--- config.mk ---
export PLATFORM = sky130hd
export DESIGN_NAME = rx_accept_ctrl
export DESIGN_NICKNAME = d
export VERILOG_FILES = /design/src/rtl/rx_accept_pkg.sv /design/src/rtl/rx_len_track.sv /design/src/rtl/rx_addr_filter.sv /design/src/rtl/rx_crc_strip.sv /design/src/rtl/rx_accept_ctrl.sv
export SDC_FILE = /design/constraint.sdc
export NUM_CORES = 1
export LEC_CHECK = 0
export BUFFER_PORTS_ARGS = -buffer_cell sky130_fd_sc_hd__buf_2
export CORE_UTILIZATION = 56
export DETAILED_ROUTE_END_ITERATION = 10
export GPL_TIMING_DRIVEN = 1
export PLACE_DENSITY = 0.8
export RECOVER_POWER = 100
export SETUP_SLACK_MARGIN = 0.15
export SYNTH_ARGS = -nofsm -noshare
export SYNTH_HDL_FRONTEND = slang
export SYNTH_SLANG_ARGS = --single-unit
--- constraint.sdc ---
create_clock -name clk_i -period 3.85 [get_ports clk_i]
set_clock_uncertainty 0.1 [all_clocks]
set_input_delay 0.5775 -clock clk_i [delete_from_list [all_inputs] [get_ports clk_i]]
set_output_delay 0.5775 -clock clk_i [all_outputs]
set_load 0.03 [all_outputs]
--- src/rtl/rx_accept_pkg.sv ---
package rx_accept_pkg;
  localparam int unsigned ADDR_BYTES = 6;
  localparam logic [7:0]  BCAST_BYTE = 8'hFF;

  typedef struct packed {
    logic promisc;
    logic all_mcast;
    logic strip_crc;
    logic col_abort;
    logic full_duplex;
  } rx_cfg_t;
endpackage

--- src/rtl/rx_len_track.sv ---
module rx_len_track #(
  parameter int unsigned MAX_LEN = 2048,
  parameter int unsigned CW      = $clog2(MAX_LEN + 2)
) (
  input  logic          clk_i,
  input  logic          rst_ni,
  input  logic          start_i,
  input  logic          beat_i,
  output logic [CW-1:0] seen_o,   // bytes before current one
  output logic [CW-1:0] total_o,  // bytes including current one
  output logic          over_o
);
  localparam logic [CW-1:0] SAT = CW'(MAX_LEN + 1);

  logic [CW-1:0] cnt_q;

  always_comb begin
    seen_o  = start_i ? '0 : cnt_q;
    total_o = (seen_o == SAT) ? seen_o : seen_o + 1'b1;
    over_o  = total_o > CW'(MAX_LEN);
  end

  always_ff @(posedge clk_i or negedge rst_ni) begin
    if (!rst_ni)     cnt_q <= '0;
    else if (beat_i) cnt_q <= total_o;
  end
endmodule

--- src/rtl/rx_addr_filter.sv ---
module rx_addr_filter
  import rx_accept_pkg::*;
#(
  parameter int unsigned IW = 12
) (
  input  logic                    clk_i,
  input  logic                    rst_ni,
  input  logic                    start_i,
  input  logic                    beat_i,
  input  logic [IW-1:0]           idx_i,
  input  logic [7:0]              data_i,
  input  logic [8*ADDR_BYTES-1:0] station_addr_i,
  input  logic                    promisc_i,
  input  logic                    all_mcast_i,
  input  logic                    mcast_hit_i,
  output logic                    pass_o
);
  logic mc_q, uni_q, bc_q;
  logic mc_n, uni_n, bc_n, in_addr, full_addr;
  logic [7:0] stn_byte;

  always_comb begin
    stn_byte = '0;
    for (int k = 0; k < ADDR_BYTES; k++)
      if (idx_i == IW'(k)) stn_byte = station_addr_i[8*k +: 8];
    in_addr   = idx_i < IW'(ADDR_BYTES);
    full_addr = idx_i >= IW'(ADDR_BYTES - 1);
    mc_n  = start_i ? data_i[0] : mc_q;
    uni_n = (start_i | uni_q) & (!in_addr | (data_i == stn_byte));
    bc_n  = (start_i | bc_q)  & (!in_addr | (data_i == BCAST_BYTE));
    pass_o = promisc_i |
             (full_addr & (bc_n | (mc_n ? (all_mcast_i | mcast_hit_i) : uni_n)));
  end

  always_ff @(posedge clk_i or negedge rst_ni) begin
    if (!rst_ni) begin
      mc_q <= 1'b0; uni_q <= 1'b0; bc_q <= 1'b0;
    end else if (beat_i) begin
      mc_q <= mc_n; uni_q <= uni_n; bc_q <= bc_n;
    end
  end
endmodule

--- src/rtl/rx_crc_strip.sv ---
module rx_crc_strip #(
  parameter int unsigned CRC_LEN = 4
) (
  input  logic       clk_i,
  input  logic       rst_ni,
  input  logic       start_i,
  input  logic       beat_i,
  input  logic       strip_i,
  input  logic       kill_i,
  input  logic [7:0] data_i,
  output logic       wr_o,
  output logic [7:0] data_o
);
  logic       emit;
  logic [7:0] out_byte;

  if (CRC_LEN > 0) begin : g_dly
    localparam int unsigned FW = $clog2(CRC_LEN + 1);
    logic [7:0]    dly_q [CRC_LEN];
    logic [FW-1:0] fill_q, fill_b;

    always_comb begin
      fill_b   = start_i ? '0 : fill_q;
      emit     = strip_i ? (fill_b == FW'(CRC_LEN)) : 1'b1;
      out_byte = strip_i ? dly_q[CRC_LEN-1] : data_i;
    end

    always_ff @(posedge clk_i or negedge rst_ni) begin
      if (!rst_ni) begin
        fill_q <= '0;
        for (int k = 0; k < CRC_LEN; k++) dly_q[k] <= '0;
      end else if (beat_i) begin
        fill_q   <= (fill_b == FW'(CRC_LEN)) ? fill_b : fill_b + 1'b1;
        dly_q[0] <= data_i;
        for (int k = 1; k < CRC_LEN; k++) dly_q[k] <= dly_q[k-1];
      end
    end
  end else begin : g_pass
    always_comb begin
      emit     = 1'b1;
      out_byte = data_i;
    end
  end

  always_ff @(posedge clk_i or negedge rst_ni) begin
    if (!rst_ni) begin
      wr_o   <= 1'b0;
      data_o <= '0;
    end else begin
      wr_o <= beat_i & emit & !kill_i;
      if (beat_i) data_o <= out_byte;
    end
  end
endmodule

--- src/rtl/rx_accept_ctrl.sv ---
module rx_accept_ctrl
  import rx_accept_pkg::*;
#(
  parameter int unsigned MAX_LEN = 2048,
  parameter int unsigned CRC_LEN = 4,
  localparam int unsigned CW     = $clog2(MAX_LEN + 2)
) (
  input  logic                    clk_i,
  input  logic                    rst_ni,
  input  logic                    valid_i,
  input  logic                    sof_i,
  input  logic                    eof_i,
  input  logic [7:0]              data_i,
  input  logic                    col_i,
  input  logic                    rx_en_i,
  input  logic                    promisc_i,
  input  logic                    all_mcast_i,
  input  logic                    strip_crc_i,
  input  logic                    col_abort_i,
  input  logic                    full_duplex_i,
  input  logic                    mcast_hit_i,
  input  logic [8*ADDR_BYTES-1:0] station_addr_i,
  input  logic                    oversize_clr_i,
  output logic                    buf_wr_o,
  output logic [7:0]              buf_data_o,
  output logic                    done_o,
  output logic                    accept_o,
  output logic [CW-1:0]           byte_cnt_o,
  output logic                    oversize_o
);
  rx_cfg_t cfg;
  assign cfg = '{promisc: promisc_i, all_mcast: all_mcast_i, strip_crc: strip_crc_i,
                 col_abort: col_abort_i, full_duplex: full_duplex_i};

  logic in_frame_q, drop_q, strip_q;
  logic start, beat, last, strip_eff, col_hit, drop_n, pass, over;
  logic [CW-1:0] seen, total, stored;

  always_comb begin
    start     = valid_i & sof_i & rx_en_i;
    beat      = start | (in_frame_q & valid_i);
    last      = beat & eof_i;
    strip_eff = start ? cfg.strip_crc : strip_q;
    col_hit   = col_i & cfg.col_abort & !cfg.full_duplex & (in_frame_q | start);
    drop_n    = (!start & drop_q) | col_hit | (beat & over);
    if (strip_eff)
      stored = (total >= CW'(CRC_LEN)) ? total - CW'(CRC_LEN) : '0;
    else
      stored = total;
  end

  rx_len_track #(.MAX_LEN(MAX_LEN), .CW(CW)) u_len (
    .clk_i, .rst_ni, .start_i(start), .beat_i(beat),
    .seen_o(seen), .total_o(total), .over_o(over)
  );

  rx_addr_filter #(.IW(CW)) u_filt (
    .clk_i, .rst_ni, .start_i(start), .beat_i(beat), .idx_i(seen),
    .data_i, .station_addr_i, .promisc_i(cfg.promisc),
    .all_mcast_i(cfg.all_mcast), .mcast_hit_i, .pass_o(pass)
  );

  rx_crc_strip #(.CRC_LEN(CRC_LEN)) u_strip (
    .clk_i, .rst_ni, .start_i(start), .beat_i(beat), .strip_i(strip_eff),
    .kill_i(drop_n), .data_i, .wr_o(buf_wr_o), .data_o(buf_data_o)
  );

  always_ff @(posedge clk_i or negedge rst_ni) begin
    if (!rst_ni) begin
      in_frame_q <= 1'b0;
      drop_q     <= 1'b0;
      strip_q    <= 1'b0;
      done_o     <= 1'b0;
      accept_o   <= 1'b0;
      byte_cnt_o <= '0;
      oversize_o <= 1'b0;
    end else begin
      if (start)     in_frame_q <= !eof_i;
      else if (last) in_frame_q <= 1'b0;
      if (in_frame_q | start) drop_q <= drop_n;
      if (start) strip_q <= cfg.strip_crc;
      done_o <= last;
      if (last) begin
        accept_o   <= pass & !drop_n;
        byte_cnt_o <= (pass & !drop_n) ? stored : '0;
      end
      // set has priority over the CPU clear
      if (beat & over)         oversize_o <= 1'b1;
      else if (oversize_clr_i) oversize_o <= 1'b0;
    end
  end
endmodule

==> flow_summary_export.csv, run 1 <==
group,metric,value,unit
power_and_ir_drop,p_seq_share,31.2,%
floorplanning,io-pin-count,94,
detailed_routing,via_per_inst,6.13,
global_routing,antenna_found_initial,0,
synthesis,synth_area_per_cell,7.89,sq um
synthesis,synth_edf_count,0,
status,violations,"capacitance limit, slew limit",
synthesis,synth_top_family_by_area,"simple AND/OR/NAND/NOR gates",
status,status,"finished with violations",
global_routing,grt_pass1_vias,5026,
setup_path,required,4.04,ns
synthesis,synth_xor_area_share,2.63,%
setup_path,reg2reg_depth,9,
clocking,postCtsSetupBuffers,0,
setup_path,path_depth,14,
power_and_ir_drop,clkPwrFrac,15.7,%
synthesis,ys_seq_elements,77,
min_path,min_path_cells,2,
floorplanning,dieArea,9310,sq um
power_and_ir_drop,switching_share,47.9,%
power_and_ir_drop,power_density,676,nW/um^2
synthesis,yosys_warnings,0,
final_layout,final_nets,804,
synthesis,synth_cell_type_count,66,
clocking,clkSinkCount,77,
setup_path,cp-end-kind,"flip-flop",
detailed_routing,drtIter0Drc,292,
synthesis,synthMuxAreaShare,0.800,%
detailed_routing,drtPass1Iterations,5,
placed_design,hpwl,10700,microns
final_layout,drive_above_1_share,17.5,%
timing,whs,0.295,ns
detailed_routing,postRouteAntennaNets,0,
global_routing,grt_start_max_net_pins,78,
power_and_ir_drop,totalPowerFinal,0.00392,W
setup_path,path_buf_inv,3,
synthesis,synthFlopType,"dfrtp_1",
synthesis,synth_adder_area_share,2.25,%
synthesis,synthSimpleGateAreaFrac,31.4,%
floorplanning,die_w,96.5,microns
power_and_ir_drop,ir_drop,300,uV
clocking,clockBufferDepth,2,
timing,fin_tns_setup,0,ns
floorplanning,initial_core_util,57.6,%
power_and_ir_drop,p_int,0.00204,W
setup_path,worstSetupPathType,"input pin to flip-flop",
detailed_routing,wl_per_cell,17.6,microns
timing,finalHoldViolations,0,
timing,max_freq,0.278,GHz
synthesis,syn-instance-count,634,
final_layout,fin_util,66.8,%
clocking,clk_latency,0.37,ns
timing,tightestPinTransition,1.87,ns
detailed_routing,finalWirelength,14800,microns
clocking,cts-root-buf,"clkbuf_8",
clocking,clkTransAtPathRegs,0.10,ns
power_and_ir_drop,leakage,2.68,nW
setup_path,crit_arrival,3.78,ns
global_routing,grtUsageTotal,33.9,%
clocking,cts_hold_buffers,0,
timing,period_share,93.3,%
clocking,cts_tree,"built",
power_and_ir_drop,p_comb_share,53.1,%
placed_design,gp_congestion,0.935,
detailed_routing,via_count,5140,
floorplanning,coreArea,8680,sq um
timing,slew_headroom,-24.7,%
setup_path,cp_cell_sequence,"buf_2 > nand3_1 > nand2_1 > inv_1 > ha_1 > clkbuf_1 > or3b_2 > nor4_1 > a211oi_1 > mux2i_1 > o311a_1 > nor3_2 > nand4_4 > o21ai_0",
flow_run,drv_cap,1,
setup_path,cpLargestDelayFamily,"simple AND/OR/NAND/NOR gates",
min_path,hp-class,"input pin to flip-flop",
floorplanning,floorplan.rows,34,
global_routing,grt_pass1_wl,23800,microns
synthesis,syn_nets,713,
timing,rsz0062_at_grt,"no",
clocking,cts.repair.resized,0,
global_routing,overflow,0,
setup_path,max_stage_delay,0.47,ns
power_and_ir_drop,p_sw,0.00188,W
clocking,cts_buffers,9,
setup_path,worstSetupStartpointType,"input pin",
timing,setup_violations,0,
clocking,htreeDepth,3,
timing,slew_viol_final,78,
synthesis,syn_area,5000,sq um
synthesis,yosysSeqAreaShare,38.5,%
synthesis,ys_async_sr_fraction,100,%
detailed_routing,route.detailed.drc,0,
setup_path,crit_slowest_cell,"or3b_2",
setup_path,cp_max_fo,10,
synthesis,synth_compound_area_share,19.4,%
timing,period_minus_slack,3.59,ns
final_layout,fillCellCount,762,
final_layout,area_growth_syn_to_layout,15.9,%
final_layout,diodes,0,
floorplanning,die_y,96.5,microns
setup_path,rrSetupSlack,0.28,ns
placed_design,place.port_buffers,93,
## power by group through the flow
stage               sequential (W)  combinational, W  clock [W]
global placement           0.00122           0.00203          0
finish                     0.00122           0.00208   0.000615
floorplan                  0.00133           0.00137          0
CTS                        0.00121           0.00208   0.000622
global route               0.00125           0.00229   0.000644
detailed placement         0.00123           0.00207          0
## worst paths after layout
check,startpoint,to
hold / removal,eof_i,in_frame_q$_DFFE_PN0P_
min in group asynchronous,rst_ni,u_len.cnt_q[6]$_DFFE_PN0N_
hold reg to reg,u_strip.g_dly.dly_q[14]$_DFFE_PN0N_,u_strip.g_dly.dly_q[6]$_DFFE_PN0N_
setup / recovery,valid_i,byte_cnt_o[2]$_DFFE_PN0P_
max in group asynchronous,rst_ni,u_len.cnt_q[3]$_DFFE_PN0N_
setup reg to reg,u_len.cnt_q[8]$_DFFE_PN0N_,byte_cnt_o[2]$_DFFE_PN0P_
## cell usage after synthesis (4+ instances only)
library cell	count	area share [%]
a32oi_1	5	0.88
nor2_1	42	3.2
nand3b_1	6	0.90
nand4_1	10	1.3
dfrtp_1	77	39
a22oi_1	9	1.4
o21a_1	5	0.75
o21ai_0	25	2.5
clkbuf_1	33	2.5
or3_1	8	1.0
nand2_1	171	13
xnor2_1	11	1.9
inv_1	18	1.4
ha_1	9	2.3
nand3_1	16	1.6
nor4_1	14	1.8
o22ai_1	8	1.0
a21o_1	7	1.1
a21oi_1	33	3.3
and2_1	5	0.63
nor3_1	14	1.4
o21ai_1	9	0.90
a31oi_1	9	1.1
o31ai_1	4	0.60
nand2b_1	9	1.1
or4_1	7	1.1
mux2i_1	4	0.80
xor2_1	4	0.70
## sequential cells by signal, indices dropped and copies added, names as in the netlist, 3 cells and up
register	count
u_len.cnt_q	12
u_strip.g_dly.fill_q	3
u_strip.data_o	8
u_strip.g_dly.dly_q	32
byte_cnt_o	12
## cell usage in the layout (no fill, tap or decap), drive strengths merged, types with 6 or more instances in the layout
cell	netlist	final
a21o	7	7
a21oi	33	33
a22oi	9	9
a31oi	9	9
buf	7	86
clkbuf	33	43
dfrtp	77	77
ha	9	9
inv	20	23
nand2	171	171
nand2b	9	9
nand3	16	16
nand3b	6	6
nand4	11	11
nor2	43	43
nor3	15	15
nor4	16	16
o21ai	35	35
o22ai	8	8
or3	8	8
or4	9	9
xnor2	11	11
## logic make-up after synthesis
kind of cell / Yosys count
fa+ha+maj: 9
buf+inv: 60
simple gates: 325
compound gates: 144
flops: 77
xor+xnor: 15
mux: 4
## layout make-up
cell class	count	area, sq um	area share [%]
sequential	77	1930	33.3
multi-input combinational	497	2860	49.4
clock inverter	7	67.6	1.17
clock buffer	9	124	2.14
tap	108	135	2.33
inverter	20	75.1	1.29
timing repair buffer	120	604	10.4
## routing by layer
metal	vias to the layer above	track usage, %	part of all wire (%)	wire length (microns)
met2	210	57.9	49	7310
met4	0	14.8	3.1	452
met5	-	0	0	0
met3	44	7.36	6.6	973
li1	2424	-	-	-
met1	2462	41.2	41	6030
## stage by stage
stage,setup slack [ns],instances,cell area (sq um)
after floorplan,0.165,634,5070
after global placement,0.172,822,5660
after global routing,0.0899,838,5800
final,0.256,838,5800
after detailed placement,0.0236,822,5660
after CTS,0.298,838,5860
Power figures use the tool's default switching activity.
==> run 2, diff against run 1 <==
ABC_AREA = 1   (was unset)
PLACE_DENSITY = 0.81   (was 0.8)
==> flow_summary_export.csv, run 2 <==
group,metric,value,unit
status,status,"finished with violations",
status,violations,"capacitance limit, slew limit",
clocking,cts_tree,"built",
setup_path,cp-end-kind,"flip-flop",
final_layout,diodes,0,
synthesis,synth_edf_count,0,
setup_path,cpLargestDelayFamily,"simple AND/OR/NAND/NOR gates",
synthesis,ys_async_sr_fraction,100,%
setup_path,reg2reg_depth,25,
flow_run,drv_cap,1,
clocking,clkTransAtPathRegs,0.08,ns
timing,rsz0062_at_grt,"no",
power_and_ir_drop,leakage,2.87,nW
timing,finalHoldViolations,0,
timing,tightestPinTransition,1.88,ns
detailed_routing,wl_per_cell,13.5,microns
final_layout,layout_common_cells,"nand2_1, dfrtp_1, inv_1, buf_2, o21ai_0",
power_and_ir_drop,power_density,691,nW/um^2
floorplanning,coreArea,8180,sq um
global_routing,overflow,0,
clocking,clk_latency,0.35,ns
final_layout,layout_commonest_cell,"nand2_1",
final_layout,fillCellCount,723,
setup_path,rr_endpoint,"byte_cnt_o[6]$_DFFE_PN0P_",
final_layout,largest_register_ffs,32,
timing,period_minus_slack,3.34,ns
final_layout,drive_above_1_share,17.9,%
final_layout,fin_util,65.2,%
detailed_routing,drtIter0Drc,199,
power_and_ir_drop,ir_drop,329,uV
synthesis,synth_cell_type_count,37,
final_layout,area_growth_syn_to_layout,13.5,%
clocking,clockBufferDepth,2,
clocking,cts_hold_buffers,0,
min_path,min_from,"oversize_clr_i",
placed_design,place.port_buffers,93,
setup_path,cp_max_fo,16,
clocking,cts-root-buf,"clkbuf_8",
final_layout,top_regs,"u_strip.g_dly.dly_q (32), byte_cnt_o (12), u_len.cnt_q (12)",
synthesis,synthFlopType,"dfrtp_1",
clocking,cts.repair.resized,0,
placed_design,dp_slack,0.330,ns
final_layout,ff_latch_area,1930,sq um
placed_design,gp_congestion,0.881,
min_path,min_to,"oversize_o$_DFFE_PN0P_",
detailed_routing,via_count,4479,
synthesis,synth.area.top_cells,"dfrtp_1, nand2_1, o21ai_0",
clocking,postCtsSetupBuffers,0,
synthesis,yosysMostFrequentCell,"nand2_1",
synthesis,syn-instance-count,648,
synthesis,synth_top_area_share,41.0,%
synthesis,yosys.area.top_type,"dfrtp_1",
global_routing,antenna_found_initial,0,
setup_path,worstSetupStartpointType,"input pin",
detailed_routing,postRouteAntennaNets,0,
final_layout,regMostFlops,"u_strip.g_dly.dly_q",
floorplanning,initial_core_util,57.4,%
timing,period_share,86.8,%
min_path,hp-class,"input pin to flip-flop",
setup_path,cp_cell_sequence,"clkbuf_1 > nand3_4 > nand2_1 > inv_1 > ha_1 > nand2_1 > nor2_1 > nand2_1 > nor2_1 > nand2_1 > xor2_1 > nor3_1 > nand4_1 > o21ai_2 > nand3_1 > nor2_4 > nand3_1 > nand2_1",
global_routing,grtUsageTotal,28.1,%
timing,slew_headroom,-25.6,%
detailed_routing,finalWirelength,11400,microns
timing,slew_viol_final,78,
synthesis,synth_area_per_cell,7.24,sq um
setup_path,max_stage_delay,0.32,ns
floorplanning,die_y,93.6,microns
synthesis,ys_seq_elements,77,
floorplanning,io-pin-count,94,
timing,layout_setup_ws,0.508,ns
detailed_routing,route.detailed.drc,0,
synthesis,syn_nets,727,
power_and_ir_drop,totalPowerFinal,0.00368,W
floorplanning,dieArea,8750,sq um
floorplanning,floorplan.rows,33,
setup_path,crit_slowest_cell,"nor3_1",
setup_path,crit_arrival,3.53,ns
timing,fin_tns_setup,0,ns
clocking,htreeDepth,3,
synthesis,syn_area,4690,sq um
setup_path,rrSetupSlack,0.70,ns
global_routing,grt_pass1_wl,19200,microns
global_routing,grt_start_max_net_pins,78,
setup_path,worstSetupPathType,"input pin to flip-flop",
detailed_routing,drtPass1Iterations,5,
timing,max_freq,0.299,GHz
setup_path,path_buf_inv,2,
final_layout,multi_input_area,2310,sq um
min_path,min_path_cells,2,
clocking,cts_buffers,9,
synthesis,yosysSeqAreaShare,41.0,%
detailed_routing,via_per_inst,5.28,
clocking,clkSinkCount,77,
floorplanning,die_w,93.6,microns
timing,setup_violations,0,
synthesis,synth_common_cells,"nand2_1, dfrtp_1, inv_1",
global_routing,grt_pass1_vias,4290,
placed_design,hpwl,8500,microns
synthesis,yosys_warnings,0,
setup_path,timing.rr.start,"u_len.cnt_q[10]$_DFFE_PN0N_",
final_layout,final_nets,817,
setup_path,required,4.04,ns
setup_path,cpMostUsedCell,"nand2_1",
-- run 2: cell types whose count changed in the layout (fill, tap and decap cells not counted), moves of 14 or more --
cell     before  now
inv_1        18   75
nand3_1      16   45
a21oi_1      33    1
buf_4        18    4
nand2_1     170  222
o21ai_0      32   63
-- run 2: worst register-to-register path: stages, from the launching register on --
cell	delay, ns
dfrtp_1	0.47
o21ai_2	0.17
nand2_2	0.13
inv_2	0.20
nand2_1	0.30
inv_1	0.22
nand2_1	0.07
nand2_1	0.06
inv_1	0.05
nand2_1	0.06
nand2_1	0.05
nand2_1	0.07
nand2_1	0.05
nand2_1	0.05
nand2_1	0.05
inv_1	0.04
nand2_1	0.04
nor2_1	0.13
nand2_1	0.06
nand2_1	0.08
nand2_1	0.06
nand2_1	0.06
nand2_1	0.10
nand2_2	0.22
nand3_1	0.12
nand2_1	0.08
-- run 2: routing by layer --
layer	global-route usage, %	part of all wire [%]
met1	34.8	43
met2	48.1	50
met3	6.75	5.2
met4	9.49	2.5
met5	0	0
-- run 2: metrics by stage --
| stage | hold slack (ns) | std cells | cell area (sq um) |
|---|---|---|---|
| 2_1_floorplan | 0.182 | 648 | 4690 |
| 3_3_place_gp | 0.353 | 832 | 5240 |
| 3_5_place_dp | 0.361 | 832 | 5240 |
| 4_1_cts | 0.303 | 848 | 5400 |
| 5_1_grt | 0.309 | 848 | 5330 |
| 6_report | 0.323 | 848 | 5330 |
-- run 2: layout make-up --
class                      count  area share (%)
sequential                    77            36.2
tap                          105            2.47
inverter                      84            5.92
timing repair buffer         100            8.95
clock buffer                  11            2.47
multi-input combinational    466            43.4
clock inverter                 5           0.681
-- run 2: logic make-up (layout without fill, tap and decap cells) --
family / after synthesis / in the layout / share of synthesized area [%]
XOR/XNOR: 15 / 15 / 2.80
buffers and inverters: 105 / 200 / 9.25
AND/OR/NAND/NOR: 356 / 356 / 34.2
AO/OA/AOI/OAI: 86 / 86 / 10.3
flip-flops: 77 / 77 / 41.0
adder cells (fa/ha/maj): 9 / 9 / 2.40
-- run 2: how the worst max path moves through the flow --
stage                       start                    endpoint  slack [ns]  cells past startpoint
after detailed placement  valid_i   byte_cnt_o[6]$_DFFE_PN0P_        0.33                     28
after global placement    valid_i   byte_cnt_o[5]$_DFFE_PN0P_        0.42                     28
final                     valid_i   byte_cnt_o[6]$_DFFE_PN0P_        0.51                     18
after global routing      valid_i   byte_cnt_o[6]$_DFFE_PN0P_        0.13                     18
after floorplan           rx_en_i  byte_cnt_o[11]$_DFFE_PN0P_        0.85                     19
after CTS                 valid_i   byte_cnt_o[6]$_DFFE_PN0P_        0.69                     28
-- run 2: where the power goes --
group / leakage (nW) / internal (W) / switching (W)
Sequential: 0.998 / 0.00109 / 0.000168
Clock: 0.0760 / 0.000236 / 0.000306
Combinational: 1.80 / 0.000612 / 0.00127
==> run 3, diff against run 2 <==
CORE_UTILIZATION = 30   (was 56)
PLACE_DENSITY = unset   (was 0.81)
==> flow_summary_export.csv, run 3 (same netlist as run 2, synthesis figures left out) <==
group,metric,value,unit
status,status,"finished with violations",
status,violations,"capacitance limit, slew limit",
detailed_routing,route.detailed.drc,0,
global_routing,gr-usage-met2,25.9,%
final_layout,largest_register_ffs,32,
floorplanning,initial_core_util,30.8,%
timing,slew_headroom,-29.4,%
min_path,hp-class,"input pin to flip-flop",
final_layout,final_nets,818,
clocking,clkSinkCount,77,
floorplanning,coreArea,15300,sq um
detailed_routing,via_count,4230,
detailed_routing,finalWirelength,12300,microns
timing,layout_setup_ws,0.591,ns
final_layout,ff_latch_area,1930,sq um
global_routing,met1_usage,21.8,%
setup_path,worstSetupStartpointType,"input pin",
setup_path,cp-end-kind,"flip-flop",
floorplanning,floorplan.rows,45,
clocking,clkTransAtPathRegs,0.06,ns
global_routing,overflow,0,
global_routing,use_met3,3.10,%
placed_design,gp_congestion,0.848,
clocking,cts_tree,"built",
detailed_routing,wl_per_cell,12.8,microns
final_layout,fin_util,36.9,%
global_routing,grt_pass1_vias,4136,
power_and_ir_drop,ir_drop,339,uV
timing,rsz0062_at_grt,"no",
global_routing,antenna_found_initial,0,
global_routing,grt_pass1_wl,20500,microns
timing,period_share,84.7,%
clocking,htreeDepth,3,
setup_path,crit_arrival,3.44,ns
detailed_routing,via_per_inst,4.43,
clocking,cts-root-buf,"clkbuf_16",
placed_design,hpwl,9110,microns
setup_path,required,4.03,ns
flow_run,drv_cap,1,
timing,slew_viol_final,78,
timing,tightestPinTransition,1.94,ns
placed_design,dp_slack,0.264,ns
final_layout,regMostFlops,"u_strip.g_dly.dly_q",
setup_path,startpoint,"valid_i",
setup_path,timing.rr.start,"u_len.cnt_q[0]$_DFFE_PN0N_",
final_layout,top_regs,"u_strip.g_dly.dly_q (32), byte_cnt_o (12), u_len.cnt_q (12)",
power_and_ir_drop,leakage,2.96,nW
placed_design,place_inst,939,
final_layout,fillCellCount,1654,
placed_design,place.port_buffers,93,
detailed_routing,drtIter0Drc,257,
clocking,clk_latency,0.34,ns
floorplanning,die_w,127,microns
global_routing,grtUsageTotal,16.1,%
clocking,clockBufferDepth,2,
detailed_routing,drtPass1Iterations,4,
final_layout,multi_input_area,2320,sq um
timing,fin_tns_setup,0,ns
final_layout,layout_commonest_cell,"nand2_1",
floorplanning,dieArea,16200,sq um
detailed_routing,postRouteAntennaNets,0,
final_layout,finalNonFillerCells,955,
final_layout,layout_common_cells,"nand2_1, dfrtp_1, inv_1, buf_2, o21ai_0",
timing,period_minus_slack,3.26,ns
floorplanning,die_y,127,microns
timing,finalHoldViolations,0,
timing,setup_violations,0,
timing,max_freq,0.307,GHz
clocking,postCtsSetupBuffers,0,
global_routing,grt_start_max_net_pins,78,
power_and_ir_drop,power_density,706,nW/um^2
final_layout,diodes,0,
final_layout,area_growth_syn_to_layout,19.8,%
global_routing,busiest_layer,"met2",
floorplanning,io-pin-count,94,
setup_path,worstSetupPathType,"input pin to flip-flop",
setup_path,cp_max_fo,15,
timing,whs,0.355,ns
final_layout,drive_above_1_share,18.7,%
min_path,min_from,"oversize_clr_i",
clocking,cts_buffers,9,
==> run 3: cell count changes in the layout (fill, tap and decap cells not counted), moves of 2 or more <==
| cell | previous run | this run |
|---|---|---|
| clkbuf_16 | 0 | 9 |
| clkbuf_8 | 9 | 1 |
| clkbuf_1 | 29 | 26 |
| buf_4 | 4 | 6 |
| clkinv_4 | 0 | 2 |
| clkinvlp_4 | 3 | 1 |
| nor3_1 | 4 | 2 |
==> run 3: layer usage <==
metal  routed length (microns)  vias to the layer above
li1                          -                     2214
met1                      5890                     1901
met2                      5680                       99
met3                       511                       16
met4                       184                        0
met5                         0                        -
==> run 3: path summary, 6_finish.rpt <==
check                                                            to  slack [ns]  cells after the start
worst max-delay path                     byte_cnt_o[10]$_DFFE_PN0P_        0.59                     18
worst min-delay path                         oversize_o$_DFFE_PN0P_        0.35                      2
worst max register to register           byte_cnt_o[10]$_DFFE_PN0P_        0.83                     16
worst min register to register  u_strip.g_dly.dly_q[16]$_DFFE_PN0N_        0.37                      2
max in group asynchronous       u_strip.g_dly.dly_q[29]$_DFFE_PN0N_        1.82                      1
min in group asynchronous                u_len.cnt_q[1]$_DFFE_PN0N_        0.67                      1
==> run 3: final cells by class <==
type	count	area share (%)
Tap cell	211	4.70
Sequential cell	77	34.3
Multi-Input combinational cell	466	41.3
Timing Repair Buffer	101	8.70
Clock buffer	11	4.32
Inverter	84	5.61
Clock inverter	5	1.07
==> run 3: repair_timing <==
action | in CTS | in global routing
resized for setup | 0 | 1
hold buffers | 0 | 0
setup endpoints to repair | 0 | 3
==> run 3: metrics by stage <==
step / power, W / instance area (sq um)
2_1_floorplan: 0.00266 / 4690
3_3_place_gp: 0.00316 / 5380
3_5_place_dp: 0.00317 / 5380
4_1_cts: 0.00405 / 5680
5_1_grt: 0.00433 / 5620
6_report: 0.00397 / 5620
==> run 3: where the power goes <==
group | internal (W) | total, W | switching, W
logic | 0.000615 | 0.00187 | 0.00125
clock network | 0.000521 | 0.000858 | 0.000337
registers | 0.00109 | 0.00124 | 0.000156
total | 0.00222 | 0.00397 | 0.00175
==> run 3: worst max-delay path, cell delays in order <==
cell and delay [ns]:
clkbuf_1 0.11, nand3_4 0.22, nand2_1 0.16, inv_1 0.13, ha_1 0.23, nand2_1 0.09
nor2_1 0.16, nand2_1 0.11, nor2_1 0.10, nand2_1 0.10, xor2_1 0.22, nor3_4 0.23
nand4_1 0.10, o21ai_0 0.21, nand3_1 0.20, nor2_4 0.30, nand3_1 0.13, nand2_1 0.07
